[config.mk]
export PLATFORM = sky130hd
export DESIGN_NAME = addr_line_decoder
export DESIGN_NICKNAME = d
export VERILOG_FILES = /design/src/rtl/addr_line_decoder_pkg.sv /design/src/rtl/adl_line_select.sv /design/src/rtl/adl_port_extract.sv /design/src/rtl/adl_strobe_gen.sv /design/src/rtl/addr_line_decoder.sv
export SDC_FILE = /design/constraint.sdc
export NUM_CORES = 1
export LEC_CHECK = 0
export ABC_CLOCK_PERIOD_IN_PS = 1800
export BUFFER_PORTS_ARGS = -buffer_cell sky130_fd_sc_hd__clkbuf_2
export CORE_MARGIN = 3
export CORE_UTILIZATION = 38
export CTS_CLUSTER_DIAMETER = 100
export DETAILED_ROUTE_END_ITERATION = 12
export GPL_ROUTABILITY_DRIVEN = 0
export HOLD_SLACK_MARGIN = 0.08
export PLACE_DENSITY = 0.8
export SLEW_MARGIN = 5
export SYNTH_ARGS = -nofsm -noshare
export SYNTH_HDL_FRONTEND = slang
export SYNTH_SLANG_ARGS = --single-unit
export TNS_END_PERCENT = 5
[constraint.sdc]
create_clock -name clk -period 1.8 [get_ports clk]
set_input_delay 0.09 -clock clk [delete_from_list [all_inputs] [get_ports clk]]
set_output_delay 0.09 -clock clk [all_outputs]
set_load 0.005 [all_outputs]
[src/rtl/addr_line_decoder_pkg.sv]
// Package: shared codes and types for the configurable address-line decoder.
// Assumes a 4-bit wiring code and a 2-bit port index.
package addr_line_decoder_pkg;

    // Codes that cannot describe a real pair of adjacent lines
    localparam logic [3:0] CODE_INVALID = 4'd0;
    localparam logic [3:0] CODE_LEGACY  = 4'd15;

    // Port roles inside the interrupt group, by port index
    typedef enum logic [1:0] {
        IRQ_PORT_LAT_LO = 2'd0,
        IRQ_PORT_LAT_HI = 2'd1,
        IRQ_PORT_CTL    = 2'd2,
        IRQ_PORT_ACK    = 2'd3
    } irq_port_e;

    // Decoded wiring description
    typedef struct packed {
        logic [2:0] lo_line;
        logic [2:0] hi_line;
        logic       valid;
        logic       legacy;
    } line_sel_t;

endpackage

[src/rtl/adl_line_select.sv]
// Module: adl_line_select
// Turns the 4-bit wiring code into the indices of the address lines that
// drive the low and high port-select inputs. It also flags the invalid code
// and the legacy code.
// Assumes: the lines are among A7..A0. The legacy lines are set by parameters.
module adl_line_select
    import addr_line_decoder_pkg::*;
#(
    parameter int LEGACY_LO_LINE = 0,
    parameter int LEGACY_HI_LINE = 1
) (
    input  logic [3:0] cfg_code,
    output line_sel_t  sel
);

    localparam logic [2:0] LEG_LO = 3'(LEGACY_LO_LINE);
    localparam logic [2:0] LEG_HI = 3'(LEGACY_HI_LINE);

    // Decode the code into line indices and mode flags
    always_comb begin
        sel.valid  = (cfg_code != CODE_INVALID);
        sel.legacy = (cfg_code == CODE_LEGACY);
        if (sel.legacy) begin
            sel.lo_line = LEG_LO;
            sel.hi_line = LEG_HI;
        end else begin
            sel.lo_line = cfg_code[2:0];
            sel.hi_line = cfg_code[3] ? (cfg_code[2:0] + 3'd1)
                                      : (cfg_code[2:0] - 3'd1);
        end
    end

endmodule

[src/rtl/adl_port_extract.sv]
// Module: adl_port_extract
// Picks the two selected address lines out of the low address bits and
// forms the port index {high, low}.
// Assumes: the line indices are below SEL_LINES.
module adl_port_extract #(
    parameter int SEL_LINES = 8,
    localparam int IDX_W = $clog2(SEL_LINES)
) (
    input  logic [SEL_LINES-1:0] addr_low,
    input  logic [IDX_W-1:0]     lo_line,
    input  logic [IDX_W-1:0]     hi_line,
    output logic [1:0]           port
);

    logic [SEL_LINES-1:0] lo_hit;
    logic [SEL_LINES-1:0] hi_hit;

    // One AND term per line for each select input, merged by OR below
    for (genvar i = 0; i < SEL_LINES; i++) begin : g_line
        assign lo_hit[i] = addr_low[i] && (lo_line == IDX_W'(i));
        assign hi_hit[i] = addr_low[i] && (hi_line == IDX_W'(i));
    end

    // Merge the one-line hits into the port index
    always_comb begin
        port = {|hi_hit, |lo_hit};
    end

endmodule

[src/rtl/adl_strobe_gen.sv]
// Module: adl_strobe_gen
// Registers one write cycle into the group, port, group-strobe and
// interrupt-strobe outputs, and keeps the legacy single-bit latch.
// Assumes: cpu_wr is high for one clock per write. Reset is synchronous
// and active low.
module adl_strobe_gen
    import addr_line_decoder_pkg::*;
#(
    parameter int GRP_W          = 4,
    parameter int REG_BASE_GROUP = 8,
    parameter int IRQ_GROUP      = 15,
    parameter int LEGACY_GROUP   = 6,
    localparam int NUM_REG_GRP   = (1 << GRP_W) - REG_BASE_GROUP
) (
    input  logic                   clk,
    input  logic                   rst_n,
    input  logic                   wr,
    input  logic [GRP_W-1:0]       group,
    input  logic [1:0]             port,
    input  logic                   data_bit,
    input  logic                   valid,
    input  logic                   legacy,
    output logic                   wr_stb,
    output logic [GRP_W-1:0]       wr_group,
    output logic [1:0]             wr_port,
    output logic [NUM_REG_GRP-1:0] grp_stb,
    output logic [3:0]             irq_stb,
    output logic                   legacy_bit
);

    localparam logic [GRP_W-1:0] BASE_G = GRP_W'(REG_BASE_GROUP);
    localparam logic [GRP_W-1:0] IRQ_G  = GRP_W'(IRQ_GROUP);
    localparam logic [GRP_W-1:0] LEG_G  = GRP_W'(LEGACY_GROUP);

    logic [NUM_REG_GRP-1:0] grp_hit;
    logic                   reg_hit;
    logic                   irq_hit;
    logic                   latch_hit;

    // One comparator per register group
    for (genvar g = 0; g < NUM_REG_GRP; g++) begin : g_grp
        assign grp_hit[g] = (group == GRP_W'(REG_BASE_GROUP + g));
    end

    // Classify the current write
    always_comb begin
        reg_hit   = wr && valid && (group >= BASE_G);
        irq_hit   = reg_hit && !legacy && (group == IRQ_G);
        latch_hit = wr && valid && legacy && (group == LEG_G);
    end

    // Register the strobes; each lasts exactly one cycle
    always_ff @(posedge clk) begin
        if (!rst_n) begin
            wr_stb   <= 1'b0;
            wr_group <= '0;
            wr_port  <= '0;
            grp_stb  <= '0;
            irq_stb  <= '0;
        end else begin
            wr_stb   <= reg_hit;
            wr_group <= reg_hit ? group : '0;
            wr_port  <= reg_hit ? port : '0;
            grp_stb  <= reg_hit ? grp_hit : '0;
            irq_stb  <= irq_hit ? (4'b0001 << port) : 4'b0000;
        end
    end

    // Legacy single-bit latch, loaded only in legacy mode
    always_ff @(posedge clk) begin
        if (!rst_n) begin
            legacy_bit <= 1'b0;
        end else if (latch_hit) begin
            legacy_bit <= data_bit;
        end
    end

endmodule

[src/rtl/addr_line_decoder.sv]
// Module: addr_line_decoder (top)
// Decodes CPU writes into register-port strobes for a banking and interrupt
// controller whose two port-select inputs sit on any adjacent pair of low
// address lines chosen by cfg_code.
// Assumes: cfg_code is static during normal use. The outputs follow a write
// by one clock.
module addr_line_decoder
    import addr_line_decoder_pkg::*;
#(
    parameter int ADDR_W         = 16,
    parameter int DATA_W         = 8,
    parameter int GRP_W          = 4,
    parameter int SEL_LINES      = 8,
    parameter int REG_BASE_GROUP = 8,
    parameter int IRQ_GROUP      = 15,
    parameter int LEGACY_GROUP   = 6,
    parameter int LEGACY_LO_LINE = 0,
    parameter int LEGACY_HI_LINE = 1,
    localparam int NUM_REG_GRP   = (1 << GRP_W) - REG_BASE_GROUP
) (
    input  logic                   clk,
    input  logic                   rst_n,
    input  logic [3:0]             cfg_code,
    input  logic [ADDR_W-1:0]      cpu_addr,
    input  logic [DATA_W-1:0]      cpu_data,
    input  logic                   cpu_wr,
    output logic                   cfg_err,
    output logic                   legacy_mode,
    output logic                   wr_stb,
    output logic [GRP_W-1:0]       wr_group,
    output logic [1:0]             wr_port,
    output logic [NUM_REG_GRP-1:0] grp_stb,
    output logic                   irq_lat_lo_stb,
    output logic                   irq_lat_hi_stb,
    output logic                   irq_ctl_stb,
    output logic                   irq_ack_stb,
    output logic                   legacy_bit
);

    line_sel_t        sel;
    logic [1:0]       port;
    logic [3:0]       irq_stb;
    logic [GRP_W-1:0] group;
    logic             unused_bits;

    // Bits the decoder does not look at
    assign unused_bits = ^{cpu_data[DATA_W-1:1], cpu_addr[ADDR_W-GRP_W-1:SEL_LINES]};
    assign group       = cpu_addr[ADDR_W-1 -: GRP_W];

    adl_line_select #(
        .LEGACY_LO_LINE (LEGACY_LO_LINE),
        .LEGACY_HI_LINE (LEGACY_HI_LINE)
    ) u_line_select (
        .cfg_code (cfg_code),
        .sel      (sel)
    );

    adl_port_extract #(
        .SEL_LINES (SEL_LINES)
    ) u_port_extract (
        .addr_low (cpu_addr[SEL_LINES-1:0]),
        .lo_line  (sel.lo_line),
        .hi_line  (sel.hi_line),
        .port     (port)
    );

    adl_strobe_gen #(
        .GRP_W          (GRP_W),
        .REG_BASE_GROUP (REG_BASE_GROUP),
        .IRQ_GROUP      (IRQ_GROUP),
        .LEGACY_GROUP   (LEGACY_GROUP)
    ) u_strobe_gen (
        .clk        (clk),
        .rst_n      (rst_n),
        .wr         (cpu_wr),
        .group      (group),
        .port       (port),
        .data_bit   (cpu_data[0]),
        .valid      (sel.valid),
        .legacy     (sel.legacy),
        .wr_stb     (wr_stb),
        .wr_group   (wr_group),
        .wr_port    (wr_port),
        .grp_stb    (grp_stb),
        .irq_stb    (irq_stb),
        .legacy_bit (legacy_bit)
    );

    // Mode flags and the named interrupt strobes
    always_comb begin
        cfg_err        = !sel.valid;
        legacy_mode    = sel.legacy;
        irq_lat_lo_stb = irq_stb[IRQ_PORT_LAT_LO];
        irq_lat_hi_stb = irq_stb[IRQ_PORT_LAT_HI];
        irq_ctl_stb    = irq_stb[IRQ_PORT_CTL];
        irq_ack_stb    = irq_stb[IRQ_PORT_ACK];
    end

endmodule

==> results of run 1 <==
state kept, by name, indices dropped and copies added, names as in the netlist:
signal                   flops
u_strobe_gen.legacy_bit      1
u_strobe_gen.wr_port         2
u_strobe_gen.wr_group        4
u_strobe_gen.wr_stb          1
u_strobe_gen.irq_stb         4
u_strobe_gen.grp_stb         8
per-stage QoR:
stage                     hold WS [ps]  power (mW)  worst slack [ps]  utilization
after global placement             323       0.618             -47.2        0.514
after detailed placement           330       0.624             -84.2        0.514
after CTS                          128       0.994              58.8        0.569
after floorplan                    166       0.566              29.6            -
final                              128       0.992              60.7        0.571
after global routing               145        1.03              17.3        0.571
cell usage in the layout (no fill, tap or decap), types with 2 or more instances in the layout:
cell	Yosys	layout
a21boi_0	2	2
a21oi_1	3	3
a221oi_1	2	2
and2_1	3	3
buf_4	0	4
clkbuf_2	1	41
clkbuf_4	0	3
dfxtp_1	20	20
dlygate4sd3_1	0	7
ha_1	2	2
inv_1	11	11
mux2i_1	4	4
nand2_1	2	2
nand2b_1	5	5
nand3_1	4	4
nor2_1	6	6
nor3_1	7	7
cell type report:
class | instances | area, µm²
sequential | 20 | 400
clock buffer | 3 | 22.5
clock inverter | 1 | 30.0
fill | 198 | 957
tap | 28 | 35.0
multi-input combinational | 59 | 442
timing repair buffer | 52 | 305
inverter | 11 | 41.3
how the worst max path moves through the flow:
stage,startpoint,endpoint,slack (ps),cells past startpoint
after global routing,cfg_code[2],u_strobe_gen.grp_stb[4],20,9
after CTS,rst_n,u_strobe_gen.grp_stb[0],60,6
after detailed placement,cfg_code[0],u_strobe_gen.irq_stb[1],-80,7
after global placement,cfg_code[0],u_strobe_gen.irq_stb[1],-50,7
after floorplan,cfg_code[0],u_strobe_gen.irq_stb[1],30,8
final,rst_n,u_strobe_gen.grp_stb[0],60,6
worst min-delay path, delay by kind of cell:
kind	cells	cell delay [ps]
simple gates	1	140
compound gates	1	110
buf+inv	1	70
routing by layer:
| layer | part of all wire | global-route usage | vias to the layer above |
|---|---|---|---|
| met5 | 0 | 0 | - |
| met4 | 0.015 | 0.0913 | 0 |
| met3 | 0.054 | 0.0381 | 4 |
| met2 | 0.54 | 0.270 | 27 |
| met1 | 0.40 | 0.172 | 396 |
| li1 | - | - | 424 |
report_power, final:
part | switching, mW | internal (mW) | total, mW
Combinational | 0.0874 | 0.0862 | 0.174
Sequential | 0.00199 | 0.450 | 0.452
Clock | 0.141 | 0.225 | 0.367
Total | 0.231 | 0.762 | 0.992
repair_timing:
item                                   in CTS  in global routing
endpoints found under the hold margin       9                  0
hold buffers                                7                  0
setup buffers                               0                  0
setup endpoints to repair                   0                  1
gates resized for setup                     0                  1
cell families after synthesis:
kind of cell / synth area share
AND/OR/NAND/NOR: 0.208
flip-flops: 0.443
AO/OA/AOI/OAI: 0.144
buffers and inverters: 0.0748
multiplexers: 0.0609
adder cells (fa/ha/maj): 0.0499
XOR/XNOR: 0.0194
==> key figures, run 1 <==
Worst setup path
  – Worst r2r src: u_strobe_gen.legacy_bit
  – Maximum fanout along the worst path: 7
  – Setup CP Type: in2reg
  – Most used cell, CP: dlygate4sd3_1
  – Critical path arrival: 2000 ps
  – Cell Chain, Critical Path: dlygate4sd3_1 > clkbuf_2 > nand2_1 > or3_1 > nor4_2 > dlygate4sd3_1
  – CP max stage delay: 580 ps
  – Startpoint Class: primary input
  – CP top delay family: buffers and inverters
  – Reg2Reg Depth: 2
  – Worst path bufs/invs: 3
  – Reg-to-reg critical path endpoint: u_strobe_gen.legacy_bit
  – Slowest CP cell: dlygate4sd3_1
  – CP required: 2060 ps
  – Nature of the critical path endpoint: flop
  – Flop-to-flop setup slack: approximately 1100 ps

Layout
  – Area Growth Syn to Fin: 41.3%
  – Layout cells sized above 1: 0.363
  – Non-Filler Instances: 174
  – Finished Cell Area: 1280 µm²
  – Final nets: 181
  – Diodes inserted: 0

Worst hold path
  – Worst Hold Launch: cpu_data[0]
  – Hold path depth: 3
  – Type of the most critical hold path: in2reg
  – Hold path endpoint: u_strobe_gen.legacy_bit

Floorplan
  – Die width: approximately 55 µm
  – Die extent in y: 54.8 µm
  – I/O pin cnt: 53
  – Initial Util: 0.404
  – Die Area: 3000 µm²
  – Floorplan core area: 2230 µm²
  – FP Rows: 17

Route
  – Drt wl/cell: 12.2 µm
  – Vias/cell: approximately 5
  – Initial DRC Count: 12
  – Post-route ant nets: 0
  – Vias: 851
  – Final WL: roughly 2.1 mm
  – Drt pass-1 iters: 4
  – Remaining DRCs: 0

STA
  – Slew Limit Headroom: 0.770
  – Actual slew at the worst max-slew pin: 344 ps
  – Achievable frequency: 0.575 GHz
  – # setup viols final: 0
  – Final Max Slew Viols: 0
  – Tmin final: 1740 ps
  – Tcrit/Tclk final: 0.966
  – Endpoints failing hold: 0
  – Fin Setup TNS: 0 ps
  – Worst Skew: 0 ps
  – RSZ-0062 raised after global routing: false

Yosys
  – Register area share after synthesis: 0.443
  – Post-synth net total: 128
  – Number of distinct library cells after synthesis: 35
  – Yosys top cell by area: dfxtp_1
  – Share of flip-flops with an asynchronous set or reset: 0
  – Top_reg_cell synth: dfxtp_1
  – Post-synth top area share: 0.443
  – #FFs+latches synth: 20
  – Ys Warns: 0
  – Ranking of synthesized cells by area: dfxtp_1, inv_1, mux2i_1
  – Post-synth top cells: dfxtp_1, inv_1, nor3_1
  – Post-synth EDFFs: 0
  – Most frequent cell after synthesis: dfxtp_1
  – Synthesized area: 903 µm²
  – Synthesized area per cell: around 9.6 µm²
  – Synthesized instance count: 94

Global route
  – Total track usage: 0.156
  – Largest net degree at the start of global routing: 13
  – Initial antenna violation count: 0
  – First-pass GRT wire length: 3.29 mm
  – Vias in the first global route: 791
  – Gr ovfl total: 0

Clock tree
  – Clk pin slew, worst setup/hold paths: around 110 ps
  – CTS Buf Count: 3
  – H-Tree Depth: 1
  – Root Buffer: clkbuf_4
  – CTS tree: done
  – Clock network latency to the later pin of the worst-skew pair: 300 ps
  – Clk sink count: 20
  – CTS max path bufs: 2

Placed design
  – DP Area: between 1000 and 1500 µm²
  – Dpl cells: 163
  – PortBufs: approximately 40
  – DP HPWL: 1.60 mm

Power
  – Max rail drop VDD: 558 µV
  – Power per Cell Area: 778 nW/µm²
  – Total leakage power: 0.648 nW

Run status
  – Status: finished clean

Run
  – Max-cap violation count: 0
(Power assumes the default switching activity.)
==> inputs of run 2 (changes only) <==
Settings changed: CELL_PAD_IN_SITES_DETAIL_PLACEMENT from default to 0, CELL_PAD_IN_SITES_GLOBAL_PLACEMENT from default to 1, CORE_UTILIZATION 38 to 27.
==> run 2 against run 1 <==
Against the previous run:
- power shrank 1.9%
- largest cell class unchanged
- global-route usage fell by 5.3 points
- sequential share of layout area barely moved
- clock skew stayed put
- largest power group unchanged
- clock power decreased by 4%
- sequential power is essentially flat
- flip-flop and latch count is the same
==> key figures, run 2 (synthesis gave the netlist of run 1 again) <==
Run status
  – Status: finished clean

Worst setup path
  – Nature of the critical path endpoint: flop
  – Critical path arrival: 1890 ps
  – Maximum fanout along the worst path: 7
  – Startpoint Class: primary input
  – Setup CP Type: in2reg
  – Worst path bufs/invs: 3
  – Slowest CP cell: dlygate4sd3_1
  – Cell Chain, Critical Path: dlygate4sd3_1 > clkbuf_2 > nand2_1 > or3_4 > nor4_1 > dlygate4sd3_1
  – CP required: 2040 ps
  – CP max stage delay: 570 ps
  – Most used cell, CP: dlygate4sd3_1
  – CP top delay family: buffers and inverters

Clock tree
  – Clock network latency to the later pin of the worst-skew pair: 280 ps
  – Clk pin slew, worst setup/hold paths: 110 ps
  – CTS max path bufs: 2
  – CTS tree: done
  – CTS Buf Count: 3
  – H-Tree Depth: 1
  – Clk sink count: 20
  – Root Buffer: clkbuf_4

Global route
  – Vias in the first global route: 747
  – Total track usage: 0.103
  – Gr ovfl total: 0
  – First-pass GRT wire length: roughly 3.3 mm
  – Initial antenna violation count: 0
  – Largest net degree at the start of global routing: 13

STA
  – Worst Skew: 0 ps
  – Achievable frequency: 0.605 GHz
  – Slew Limit Headroom: 0.753
  – RSZ-0062 raised after global routing: false
  – Tcrit/Tclk final: 0.919
  – Endpoints failing hold: 0
  – Actual slew at the worst max-slew pin: 370 ps
  – Tmin final: around 1700 ps
  – # setup viols final: 0
  – Hold WS: 102 ps
  – Final Max Slew Viols: 0

Route
  – Final WL: 2.01 mm
  – Drt wl/cell: about 11 µm
  – Remaining DRCs: 0
  – Vias/cell: 4.36
  – Initial DRC Count: 21
  – Vias: 819
  – Drt pass-1 iters: 4
  – Post-route ant nets: 0

Placed design
  – DP HPWL: 1.65 mm
  – Dpl cells: between 150 and 200
  – PortBufs: just over 40

Power
  – Overall power: 0.974 mW
  – Power per Cell Area: 764 nW/µm²
  – Max rail drop VDD: 315 µV
  – Total leakage power: between 0.6 and 0.7 nW

Layout
  – Fill count: 345
  – Non-Filler Instances: 188
  – Max reg flops: 8
  – Area Growth Syn to Fin: 41.1%
  – Diodes inserted: 0
  – Largest regs: u_strobe_gen.grp_stb: 8 flops, u_strobe_gen.irq_stb: 4 flops, u_strobe_gen.wr_group: 4 flops
  – Largest Register: u_strobe_gen.grp_stb
  – Final nets: 179
  – Leading cell type in the layout, fill and taps excluded: clkbuf_2
  – Final cell utilization of the core: 0.408
  – Layout cells sized above 1: 0.368
  – Most frequent cells in the layout: clkbuf_2, dfxtp_1, inv_1, nor3_1, nor2_1

Floorplan
  – Floorplan core area: 3130 µm²
  – FP Rows: 20
  – Die width: 63.8 µm
  – Initial Util: 0.289
  – Die extent in y: 63.8 µm
  – I/O pin cnt: 53
  – Die Area: 4080 µm²

Worst hold path
  – Type of the most critical hold path: in2reg

Run
  – Max-cap violation count: 0
[run 2: cell types whose count changed in the layout (fill, tap and decap cells not counted), sizes merged]
cell,delta
dlygate4sd3,-2
[run 2: stage by stage]
step	setup WS (ps)	TNS, ps	cell area [µm²]
after floorplan	29.6	0	903
after global placement	-62.0	-159	1170
after detailed placement	-95.4	-323	1170
after CTS	86.9	0	1270
after global routing	46.7	0	1270
final	146	0	1270
[run 2: path summary, 6_finish.rpt]
| path | end | slack, ps | startpoint | depth (start not counted) |
|---|---|---|---|---|
| setup / recovery | u_strobe_gen.grp_stb[0] | 150 | rst_n | 6 |
| hold / removal | u_strobe_gen.wr_group[2] | 100 | cpu_addr[15] | 3 |
| setup reg to reg | u_strobe_gen.legacy_bit | 1080 | u_strobe_gen.legacy_bit | 2 |
| hold reg to reg | u_strobe_gen.legacy_bit | 640 | u_strobe_gen.legacy_bit | 2 |
[run 2: timing repair]
action                                  in CTS  in global routing
endpoints found under the setup margin       0                  1
hold buffers                                 5                  0
gates resized for setup                      0                  1
hold endpoints to repair                     7                  0
buffers inserted                             0                  0
[run 2: power by group]
group | total [mW] | switching [mW] | leakage (nW) | internal [mW]
sequential | 0.452 | 0.00196 | 0.162 | 0.450
combinational | 0.170 | 0.0848 | 0.449 | 0.0851
clock | 0.352 | 0.127 | 0.0279 | 0.225
[run 2: cell type report]
type                    count  area [µm²]  area share
well taps                  44        55.1      0.0432
repair buffers             50         285       0.224
flip-flops and latches     20         400       0.314
clock inverters             1        30.0      0.0236
clock buffers               3        22.5      0.0177
inverters                  11        41.3      0.0324
multi-input cells          59         440       0.345
[run 2: per-layer routing]
layer  up-vias  share of wire  global-route usage
met1       361           0.46               0.127
met5         -              0                   0
met3         2          0.076              0.0492
met4         0         0.0030              0.0162
li1        422              -                   -
met2        34           0.46               0.165
[run 2: tightest hold or removal path, stage by stage]
cell	delay [ps]
clkbuf_2	100
nand3_1	90
inv_1	70
==> inputs of run 3 (changes only) <==
Settings changed: PLACE_DENSITY 0.8 to 0.79, SYNTH_HIERARCHICAL from default to 1.
==> run 3 against run 2 <==
Against the previous run:
- wire length shrank 7.6%
- via count shrank 9.0%
- power shrank 11%
- clock power shrank 31%
- final cell count shrank 7.4%
- combinational power is essentially flat
- largest cell class unchanged
==> key figures, run 3 <==
Run status
  – Status: finished clean

Worst setup path
  – Worst path bufs/invs: 1
  – CP Depth: 6
  – Nature of the critical path endpoint: flop
  – Critical path arrival: 1870 ps
  – Worst r2r src: u_strobe_gen/legacy_bit
  – Reg-to-reg critical path endpoint: u_strobe_gen/legacy_bit
  – Startpoint Class: primary input
  – Maximum fanout along the worst path: 5
  – Slowest CP cell: fa_1
  – CP required: 1990 ps
  – Setup CP Type: in2reg
  – Flop-to-flop setup slack: between 1000 and 1500 ps
  – CP top delay family: multiplexers
  – Cell Chain, Critical Path: clkbuf_2 > fa_1 > nor2b_4 > mux4_2 > mux2_4 > nor4_1
  – Crit path launch: cfg_code[0]
  – Critical path endpoint: u_strobe_gen/irq_stb[0]
  – Reg2Reg Depth: 2
  – CP max stage delay: 530 ps

Layout
  – Max reg flops: 8
  – Largest regs: u_strobe_gen/grp_stb: 8 flops, u_strobe_gen/irq_stb: 4 flops, u_strobe_gen/wr_group: 4 flops
  – Leading cell type in the layout, fill and taps excluded: clkbuf_2
  – Finished Cell Area: ~1300 µm²
  – Diodes inserted: 0
  – Area Growth Syn to Fin: 43.8%
  – Largest Register: u_strobe_gen/grp_stb
  – Non-Filler Instances: 174
  – Layout cells sized above 1: 0.477
  – Fill count: 323
  – Final nets: between 150 and 200
  – Most frequent cells in the layout: clkbuf_2, dfxtp_1, nand2_1, inv_1, nor2_1

Power
  – Max rail drop VDD: 197 µV
  – Power per Cell Area: roughly 680 nW/µm²
  – Total leakage power: 0.621 nW

Yosys
  – Most frequent cell after synthesis: dfxtp_1
  – Register area share after synthesis: 0.455
  – Yosys top cell by area: dfxtp_1
  – Post-synth EDFFs: 0
  – Number of distinct library cells after synthesis: 26
  – Ranking of synthesized cells by area: dfxtp_1, mux4_1, nand2_1
  – #FFs+latches synth: 20
  – Synthesized instance count: 75
  – Share of flip-flops with an asynchronous set or reset: 0
  – Top_reg_cell synth: dfxtp_1
  – Ys Warns: 6
  – Post-synth top cells: dfxtp_1, nand2_1, inv_1, nor2_1
  – Post-synth top area share: 0.455
  – Synthesized area per cell: 11.7 µm²
  – Post-synth net total: roughly 110
  – Synthesized area: 880 µm²

Clock tree
  – Postcts setup bufs: 0
  – Clock network latency to the later pin of the worst-skew pair: roughly 280 ps
  – Clk pin slew, worst setup/hold paths: 100 ps
  – CTS Buf Count: 3
  – H-Tree Depth: 1
  – Clk sink count: 20
  – CTS max path bufs: 2
  – CTS tree: done
  – Root Buffer: clkbuf_4

Floorplan
  – Initial Util: 0.286
  – Die Area: 3980 µm²
  – I/O pin cnt: 53
  – FP Rows: 20
  – Floorplan core area: 3080 µm²
  – Die extent in y: 63.1 µm
  – Die width: approximately 63 µm

Placed design
  – PortBufs: 41
  – Dpl cells: roughly 170
  – DP Area: 1180 µm²
  – DP HPWL: 1.50 mm

Run
  – Max-cap violation count: 0

Route
  – Remaining DRCs: 0
  – Initial DRC Count: 5
  – Post-route ant nets: 0
  – Met2 routed WL: 976 µm
  – Drt pass-1 iters: 4
  – Top layer in use: met4
  – Vias: 745
  – Drt wl/cell: 10.7 µm
  – Vias/cell: 4.28
  – Final WL: 1.86 mm
  – Met1 wire length: 706 µm
  – Met3 WL: 148 µm

Global route
  – Largest net degree at the start of global routing: 12
  – Initial antenna violation count: 0
  – Vias in the first global route: 760
  – Total track usage: 0.103
  – First-pass GRT wire length: 3.29 mm
  – Gr ovfl total: 0

STA
  – Tcrit/Tclk final: 0.935
  – Tmin final: ~1700 ps
  – Slew Limit Headroom: 0.825
  – Final Max Slew Viols: 0
  – # setup viols final: 0
  – Fin Setup TNS: 0 ps
  – Achievable frequency: 0.594 GHz
  – RSZ-0062 raised after global routing: false
  – Hold WS: 97.9 ps
  – Worst Skew: 0 ps
  – Endpoints failing hold: 0
  – Actual slew at the worst max-slew pin: ~260 ps

Worst hold path
  – Type of the most critical hold path: in2reg
  – Worst Hold Launch: cpu_addr[14]
[run 3: final cells by class]
type | count | area, µm² | share of cell area
Multi-Input combinational cell | 48 | 453 | 0.358
Tap cell | 44 | 55.1 | 0.0435
Timing Repair Buffer | 51 | 293 | 0.231
Clock buffer | 4 | 36.3 | 0.0287
Sequential cell | 20 | 400 | 0.317
Inverter | 7 | 27.5 | 0.0218
[run 3: timing repair]
action	CTS	global route
resized for setup	0	0
endpoints found under the hold margin	4	0
hold buffers	5	0
[run 3: stage by stage]
| stage | power [mW] | setup WS (ps) | utilization |
|---|---|---|---|
| 2_1_floorplan | 0.562 | -25.7 | - |
| 3_3_place_gp | 0.620 | -167 | 0.383 |
| 3_5_place_dp | 0.624 | -200 | 0.383 |
| 4_1_cts | 0.878 | 111 | 0.411 |
| 5_1_grt | 0.917 | 47.1 | 0.411 |
| 6_report | 0.862 | 118 | 0.411 |
[run 3: worst min-delay path by stage]
stage          depth (start not counted)                       to  slack, ps
2_1_floorplan                          1  u_strobe_gen/grp_stb[0]        170
3_3_place_gp                           3  u_strobe_gen/legacy_bit        320
4_1_cts                                2  u_strobe_gen/grp_stb[3]         90
3_5_place_dp                           3  u_strobe_gen/legacy_bit        330
5_1_grt                                2  u_strobe_gen/grp_stb[3]        100
6_report                               2  u_strobe_gen/grp_stb[3]        100
[run 3: layer usage]
metal	vias to the layer above	global-route usage
met5	-	0
met4	0	0.0579
met2	33	0.191
li1	374	-
met1	336	0.108
met3	2	0.0196
[run 3: worst reg2reg max path: cells and delay by family (launching register included)]
family	cells	cell delay, ps
compound gates	2	190
flops	1	330
[run 3: where the power goes]
part / switching, mW / leakage (nW) / internal (mW) / total, mW
Clock: 0.119 / 0.0210 / 0.123 / 0.242
Sequential: 0.00165 / 0.162 / 0.450 / 0.451
Combinational: 0.0743 / 0.439 / 0.0939 / 0.168
[run 3: kinds of logic after synthesis]
logic type / share of synthesized area
flops: 0.455
mux: 0.145
simple gates: 0.279
xor+xnor: 0.00996
buf+inv: 0.0313
compound gates: 0.0285
fa+ha+maj: 0.0512
